## src/rtl/pxenc_pkg.sv

```systemverilog
package pxenc_pkg;

  typedef enum logic [1:0] {
    S_IDLE,
    S_FETCH,
    S_SEND,
    S_LATCH
  } pxenc_state_t;

  // clock cycles covering a duration: hz * ns / 1e9, truncated
  function automatic int unsigned ns_to_cyc(longint unsigned hz, longint unsigned ns);
    longint unsigned prod;
    prod = (hz * ns) / 64'd1_000_000_000;
    return int'(prod);
  endfunction

endpackage

```

## src/rtl/pxenc_timing.sv

```systemverilog
module pxenc_timing import pxenc_pkg::*; #(
  parameter longint unsigned CLK_HZ      = 50_000_000,
  parameter int unsigned     FAST_ZERO_NS = 350,
  parameter int unsigned     FAST_ONE_NS  = 800,
  parameter int unsigned     FAST_PER_NS  = 1250,
  parameter int unsigned     SLOW_ZERO_NS = 500,
  parameter int unsigned     SLOW_ONE_NS  = 1200,
  parameter int unsigned     SLOW_PER_NS  = 2500,
  parameter int unsigned     PH_W         = 8
) (
  input  logic            mode_slow,
  output logic [PH_W-1:0] hi_zero,
  output logic [PH_W-1:0] hi_one,
  output logic [PH_W-1:0] period
);
  localparam int unsigned F_ZERO = ns_to_cyc(CLK_HZ, FAST_ZERO_NS);
  localparam int unsigned F_ONE  = ns_to_cyc(CLK_HZ, FAST_ONE_NS);
  localparam int unsigned F_PER  = ns_to_cyc(CLK_HZ, FAST_PER_NS);
  localparam int unsigned S_ZERO = ns_to_cyc(CLK_HZ, SLOW_ZERO_NS);
  localparam int unsigned S_ONE  = ns_to_cyc(CLK_HZ, SLOW_ONE_NS);
  localparam int unsigned S_PER  = ns_to_cyc(CLK_HZ, SLOW_PER_NS);

  assign hi_zero = mode_slow ? PH_W'(S_ZERO) : PH_W'(F_ZERO);
  assign hi_one  = mode_slow ? PH_W'(S_ONE)  : PH_W'(F_ONE);
  assign period  = mode_slow ? PH_W'(S_PER)  : PH_W'(F_PER);

  initial begin
    assert (F_ONE < F_PER && S_ONE < S_PER && F_ZERO > 0 && S_ZERO > 0)
      else $error("pulse widths must fit inside the bit period");
  end
endmodule

```

## src/rtl/pxenc_bit_timer.sv

```systemverilog
module pxenc_bit_timer #(
  parameter int unsigned PH_W = 8
) (
  input  logic            clk,
  input  logic            rst_n,
  input  logic            run,
  input  logic            bit_val,
  input  logic [PH_W-1:0] hi_zero,
  input  logic [PH_W-1:0] hi_one,
  input  logic [PH_W-1:0] period,
  output logic            line,
  output logic            slot_end
);
  logic [PH_W-1:0] ph;
  logic [PH_W-1:0] hi_len;

  assign hi_len   = bit_val ? hi_one : hi_zero;
  assign slot_end = run && (ph == period - 1'b1);
  assign line     = run && (ph < hi_len);

  always_ff @(posedge clk) begin
    if (!rst_n)                ph <= '0;
    else if (!run || slot_end) ph <= '0;
    else                       ph <= ph + 1'b1;
  end

  // a slot always closes with the line low
  assert_slot_closes_low_R2: assert property (@(posedge clk) disable iff (!rst_n)
    slot_end |-> !line);
  // a rising edge only opens a fresh slot
  assert_rise_opens_slot_R4: assert property (@(posedge clk) disable iff (!rst_n)
    $rose(line) |-> (ph == '0));
endmodule

```

## src/rtl/pxenc_feed.sv

```systemverilog
module pxenc_feed #(
  parameter int unsigned CNT_W = 16
) (
  input  logic             clk,
  input  logic             rst_n,
  input  logic             load,
  input  logic [CNT_W-1:0] count,
  input  logic             active,
  input  logic             take,
  input  logic             in_valid,
  input  logic [7:0]       in_data,
  output logic             in_ready,
  output logic [7:0]       nxt,
  output logic             nxt_v
);
  logic [CNT_W-1:0] owed;
  logic             accept;

  assign in_ready = active && !nxt_v && (owed != '0);
  assign accept   = in_valid && in_ready;

  always_ff @(posedge clk) begin
    if (!rst_n) begin
      owed  <= '0;
      nxt   <= '0;
      nxt_v <= 1'b0;
    end else if (load) begin
      owed  <= count;
      nxt_v <= 1'b0;
    end else if (accept) begin
      nxt   <= in_data;
      nxt_v <= 1'b1;
      owed  <= owed - 1'b1;
    end else if (take) begin
      nxt_v <= 1'b0;
    end
  end

  assert_accept_fills_slot_R9: assert property (@(posedge clk) disable iff (!rst_n)
    accept |=> nxt_v);
  assert_ready_needs_empty_R9: assert property (@(posedge clk) disable iff (!rst_n)
    (nxt_v && !take) |=> !in_ready);
endmodule

```

## src/rtl/pxenc_top.sv

```systemverilog
module pxenc_top import pxenc_pkg::*; #(
  parameter longint unsigned CLK_HZ       = 50_000_000,
  parameter int unsigned     CNT_W        = 16,
  parameter int unsigned     FAST_ZERO_NS = 350,
  parameter int unsigned     FAST_ONE_NS  = 800,
  parameter int unsigned     FAST_PER_NS  = 1250,
  parameter int unsigned     SLOW_ZERO_NS = 500,
  parameter int unsigned     SLOW_ONE_NS  = 1200,
  parameter int unsigned     SLOW_PER_NS  = 2500,
  parameter int unsigned     LATCH_NS     = 50_000
) (
  input  logic             clk,
  input  logic             rst_n,
  input  logic             frame_start,
  input  logic [CNT_W-1:0] frame_bytes,
  input  logic             slow_mode,
  input  logic [7:0]       px_data,
  input  logic             px_valid,
  output logic             px_ready,
  output logic             led_out,
  output logic             busy,
  output logic             done,
  output logic             underrun
);
  localparam int unsigned MAX_PER = ns_to_cyc(CLK_HZ,
    (SLOW_PER_NS > FAST_PER_NS) ? SLOW_PER_NS : FAST_PER_NS);
  localparam int unsigned PH_W    = $clog2(MAX_PER + 1);
  localparam int unsigned LAT_CYC = ns_to_cyc(CLK_HZ, LATCH_NS);
  localparam int unsigned LAT_W   = $clog2(LAT_CYC + 1);
  localparam logic [LAT_W-1:0] LAT_LAST = LAT_W'(LAT_CYC - 1);

  pxenc_state_t     state;
  logic             mode_q;
  logic [7:0]       shreg;
  logic [2:0]       bit_idx;
  logic [CNT_W-1:0] to_send;
  logic [LAT_W-1:0] lcnt;

  logic [PH_W-1:0]  hi_zero, hi_one, period;
  logic             slot_end;
  logic             nxt_v;
  logic [7:0]       nxt;

  // named internal events
  logic frame_accept, zero_frame, take_byte, byte_end, starve, latch_end;

  assign frame_accept = (state == S_IDLE) && frame_start && (frame_bytes != '0);
  assign zero_frame   = (state == S_IDLE) && frame_start && (frame_bytes == '0);
  assign byte_end     = (state == S_SEND) && slot_end && (bit_idx == 3'd0);
  assign starve       = byte_end && (to_send != '0) && !nxt_v;
  assign take_byte    = ((state == S_FETCH) && nxt_v) ||
                        (byte_end && (to_send != '0) && nxt_v);
  assign latch_end    = (state == S_LATCH) && (lcnt == LAT_LAST);
  assign busy         = (state != S_IDLE);

  pxenc_timing #(
    .CLK_HZ(CLK_HZ), .FAST_ZERO_NS(FAST_ZERO_NS), .FAST_ONE_NS(FAST_ONE_NS),
    .FAST_PER_NS(FAST_PER_NS), .SLOW_ZERO_NS(SLOW_ZERO_NS), .SLOW_ONE_NS(SLOW_ONE_NS),
    .SLOW_PER_NS(SLOW_PER_NS), .PH_W(PH_W)
  ) u_timing (
    .mode_slow(mode_q), .hi_zero(hi_zero), .hi_one(hi_one), .period(period)
  );

  pxenc_bit_timer #(.PH_W(PH_W)) u_timer (
    .clk(clk), .rst_n(rst_n), .run(state == S_SEND), .bit_val(shreg[7]),
    .hi_zero(hi_zero), .hi_one(hi_one), .period(period),
    .line(led_out), .slot_end(slot_end)
  );

  pxenc_feed #(.CNT_W(CNT_W)) u_feed (
    .clk(clk), .rst_n(rst_n), .load(frame_accept), .count(frame_bytes),
    .active((state == S_FETCH) || (state == S_SEND)), .take(take_byte),
    .in_valid(px_valid), .in_data(px_data), .in_ready(px_ready),
    .nxt(nxt), .nxt_v(nxt_v)
  );

  always_ff @(posedge clk) begin
    if (!rst_n) begin
      state    <= S_IDLE;
      mode_q   <= 1'b0;
      shreg    <= '0;
      bit_idx  <= '0;
      to_send  <= '0;
      lcnt     <= '0;
      done     <= 1'b0;
      underrun <= 1'b0;
    end else begin
      done     <= 1'b0;
      underrun <= 1'b0;
      case (state)
        S_IDLE: begin
          if (zero_frame) done <= 1'b1;
          if (frame_accept) begin
            mode_q  <= slow_mode;
            to_send <= frame_bytes;
            state   <= S_FETCH;
          end
        end
        S_FETCH: begin
          if (take_byte) begin
            shreg   <= nxt;
            bit_idx <= 3'd7;
            to_send <= to_send - 1'b1;
            state   <= S_SEND;
          end
        end
        S_SEND: begin
          if (slot_end) begin
            if (bit_idx != 3'd0) begin
              shreg   <= {shreg[6:0], 1'b0};
              bit_idx <= bit_idx - 1'b1;
            end else if (take_byte) begin
              shreg   <= nxt;
              bit_idx <= 3'd7;
              to_send <= to_send - 1'b1;
            end else begin
              underrun <= starve;
              lcnt     <= '0;
              state    <= S_LATCH;
            end
          end
        end
        S_LATCH: begin
          lcnt <= lcnt + 1'b1;
          if (latch_end) begin
            done  <= 1'b1;
            state <= S_IDLE;
          end
        end
        default: state <= S_IDLE;
      endcase
    end
  end

  assert_idle_quiet_R1: assert property (@(posedge clk) disable iff (!rst_n)
    !busy |-> !led_out);
  assert_done_single_R5: assert property (@(posedge clk) disable iff (!rst_n)
    done |=> !done);
  assert_done_after_low_R5: assert property (@(posedge clk) disable iff (!rst_n)
    (done && !$past(zero_frame)) |-> (!led_out && !$past(led_out)));
  assert_mode_frozen_R6: assert property (@(posedge clk) disable iff (!rst_n)
    (busy && $past(busy)) |-> $stable(mode_q));
  assert_empty_frame_R7: assert property (@(posedge clk) disable iff (!rst_n)
    zero_frame |=> (done && !busy));
  assert_underrun_ends_R8: assert property (@(posedge clk) disable iff (!rst_n)
    underrun |-> (!led_out && state == S_LATCH));
endmodule

```

## config.mk

```make
export PLATFORM = sky130hd
export DESIGN_NAME = pxenc_top
export DESIGN_NICKNAME = d
export VERILOG_FILES = /design/src/rtl/pxenc_pkg.sv /design/src/rtl/pxenc_timing.sv /design/src/rtl/pxenc_bit_timer.sv /design/src/rtl/pxenc_feed.sv /design/src/rtl/pxenc_top.sv
export SDC_FILE = /design/constraint.sdc
export NUM_CORES = 1
export LEC_CHECK = 0
export ABC_AREA = 1
export BUFFER_PORTS_ARGS = -buffer_cell sky130_fd_sc_hd__buf_2
export CAP_MARGIN = 10
export CORE_ASPECT_RATIO = 0.8
export CORE_MARGIN = 1.5
export CORE_UTILIZATION = 55
export DETAILED_ROUTE_END_ITERATION = 7
export GPL_ROUTABILITY_DRIVEN = 0
export PLACE_DENSITY = 0.85
export REMOVE_ABC_BUFFERS = 1
export SLEW_MARGIN = 20
export SYNTH_ARGS = -nofsm -noshare
export SYNTH_HDL_FRONTEND = slang
export SYNTH_SLANG_ARGS = --single-unit
```

## constraint.sdc

```tcl
create_clock -name clk -period 2.05 [get_ports clk]
set_input_delay 0.41 -clock clk [delete_from_list [all_inputs] [get_ports clk]]
set_output_delay 0.41 -clock clk [all_outputs]
set_load 0.01 [all_outputs]
```

==> impl_results.md <==
- Outcome: finished, violations left
- Failing checks: negative setup slack
- Relative slew margins: 67.1%
- Critical Path, Cell by Cell: buf_6 > nor2_4 > ha_4 > a21oi_2 > o21bai_1 > a211oi_1 > buf_2
- LEAKAGE: 2.41 nW
- Layout cells sized above 1: 20.1%
- Fillcell total: 724
- Main synth FF type: dfxtp_1
- Async set-reset flop share out of synthesis: 0%
- First-pass GRT wire length: 19.9 mm
- Clock Skew: 0.0133 ns
- Critical path's top delay family: compound AO/OA/AOI/OAI gates
- DRC viols: 0
- Mapped Cells: 748
- CTS root buffer: clkbuf_8
- Post-synth top area share: 31.6%
- I/O Pins: 34
- Synth top cells by count: nand2_1, nor2_1, inv_1
- Max Clk Rate: 449 MHz
- Synth unique cells: 42
- Startpoint type of the worst setup path: register
- # diodes: 0
- Final hold violation count: 0
- # rows: 30
- Multi-input logic area: 2930 um^2
- Final period util: 109%
- PwrDens: 1420 nW/um^2
- Buffers on Ports: 33
- HPWL Detailed: 8.64 mm
- Worst Hold Class: input pin to register
- Via/cell ratio: 5.52
- Maxcap violations: 0
- Wirelength per Cell: 13.7 um
- Yosys warns: 0
- Die area: 9340 um^2
- Tmin final: 2.23 ns
- Routed via count: 5043
- Setup WS post-layout: -0.177 ns
- CTS clock-pin slew for the worst setup and hold paths: 0.09 ns
- Grt ovf: 0
- Die height: 86.8 um
- Largest net degree at the start of global routing: 39
- Number of buffers created by CTS: 9
- RSZ-0062 raised after global routing: yes
- Setup violations, final: 2
- Final Core Density: 65.4%
- Setup TNS: -0.203 ns
- Max incr delay on CP: 0.37 ns
- Register area: 1530 um^2
- Post-Place Setup Slack: -0.000993 ns
- Post-route cell area: 5550 um^2
- Area of the mapped netlist: 4820 um^2
- CTS tree: yes
- Post-Place Cells: 890
- Vias in the first global route: 4578
- Crit Path Category: register to output port
- All-Layer GR Usage: 26.5%
- Final net count: 840
- Core Region: 8480 um^2
- Most frequent cell after synthesis: nand2_1
- H-tree depth: 3
- Max-slew violations: 0
- Required @ worst endpoint: 1.64 ns
- Seq/Total Area, Yosys: 31.6%
- Worst-path fanout max: 3
- Cell Area, Placed: 5160 um^2
- CP Capture Type: output port
- Critical-path top delay cell: dfxtp_4
- Synth area leaders: dfxtp_1, nand2_1, nor2_1
- Clk buf depth: 2
- Final wirelength: 12.5 mm
- Worst skew pair latency: 0.37 ns
- DR iter-0 viols: 446
- Clk sinks: 76
- ANT nets after route: 0
- Area Growth Syn to Fin: 15.1%
- Buf/Inv on CP: 2
- Post-CTS Hold Buffers: 0
- CP Data Arrival Time: 1.82 ns
- DR pass1 iterations: 5
- Flops & latches, synth: 76
- Slew @ Worst Pin: 0.494 ns
- Final Instance Count excl. Fillers: 913
- Worst vdd ir: 0.803 mV
- Die Wd: 108 um
- Initial antenna violation count: 0
- Post-synth EDFFs: 0
- Starting Density: 56.8%
- Avg Inst Size Synth: 6.45 um^2
- Cell taking the most area after synthesis: dfxtp_1
-- power breakdown --
group	internal, mW	switching (mW)
Sequential	1.83	0.347
Clock	0.454	0.651
Combinational	1.69	2.90
-- cell usage in the layout (no fill, tap or decap), types with 3 or more instances in the layout --
cell type / netlist / routed
a21oi_2: 12 / 13
inv_1: 87 / 79
dfxtp_2: 0 / 3
nand2_4: 3 / 4
nor2_4: 5 / 6
nand3_1: 61 / 59
nand4_1: 6 / 6
inv_6: 0 / 3
inv_2: 4 / 9
clkinvlp_4: 0 / 8
nor3_1: 15 / 13
a21oi_1: 37 / 36
nand2_2: 20 / 20
xor2_1: 19 / 19
xnor2_1: 4 / 4
nor2_1: 137 / 133
nand2_1: 150 / 148
or2_2: 3 / 3
ha_4: 0 / 4
nand3_2: 2 / 3
nor2_2: 2 / 5
ha_1: 15 / 11
buf_2: 5 / 33
o22ai_1: 3 / 3
buf_4: 2 / 23
o21ai_1: 2 / 5
dfxtp_1: 76 / 71
clkbuf_8: 0 / 9
o21ai_0: 41 / 38
-- worst paths after layout --
path,start,end,slack (ns),cells past startpoint
setup / recovery,mode_q,led_out,-0.18,7
hold / removal,slow_mode,mode_q,0.32,3
setup reg to reg,state[1],u_feed.owed[7],0.11,10
hold reg to reg,u_feed.nxt[0],u_feed.nxt[0],0.46,2
-- cell families (layout without fill, tap and decap cells) --
| logic type | count (synthesis) | count (layout) | share of synthesized area (%) |
|---|---|---|---|
| AND/OR/NAND/NOR | 410 | 410 | 37.5 |
| AO/OA/AOI/OAI | 106 | 106 | 12.6 |
| buffers and inverters | 118 | 171 | 10.2 |
| adder cells (fa/ha/maj) | 15 | 15 | 3.89 |
| flip-flops | 76 | 76 | 31.6 |
| XOR/XNOR | 23 | 23 | 4.18 |
-- state kept, by name, summed over array words and instances, names as in the netlist --
name / cells
state: 2
u_feed.owed: 16
bit_idx: 3
lcnt: 12
underrun: 1
u_timer.ph: 7
done: 1
shreg: 8
to_send: 16
mode_q: 1
u_feed.nxt: 8
u_feed.nxt_v: 1
-- worst min-delay path, cell delays in order --
cell	delay (ns)
buf_2	0.08
o21ai_0	0.07
a21oi_1	0.10
-- what timing repair did --
item                       CTS  global route
buffers inserted             4             2
gates resized for setup     20            27
gates cloned                 0             2
pin swaps                    5             9
setup endpoints to repair   12            39
-- through the flow --
step                hold slack [ns]  total power [mW]
floorplan                     0.424              5.04
global placement              0.434              6.03
detailed placement            0.438              6.25
CTS                           0.313              7.50
global route                  0.329              8.47
finish                        0.320              7.87
-- layout make-up --
class	instances	share of cell area, %
clock buffer	9	2.23
timing repair inverter	2	0.271
tap	112	2.53
inverter	94	6.61
clock inverter	7	1.04
sequential	76	27.6
timing repair buffer	59	6.85
multi-input combinational	554	52.9
-- layer usage --
| metal | up-vias | wire (um) | track usage, % |
|---|---|---|---|
| met4 | 0 | 210 | 8.49 |
| li1 | 2464 | - | - |
| met2 | 214 | 5860 | 45.4 |
| met5 | - | 0 | 0 |
| met1 | 2337 | 5440 | 32.5 |
| met3 | 28 | 1000 | 7.07 |
No activity file was read; power rests on OpenSTA's default activity.
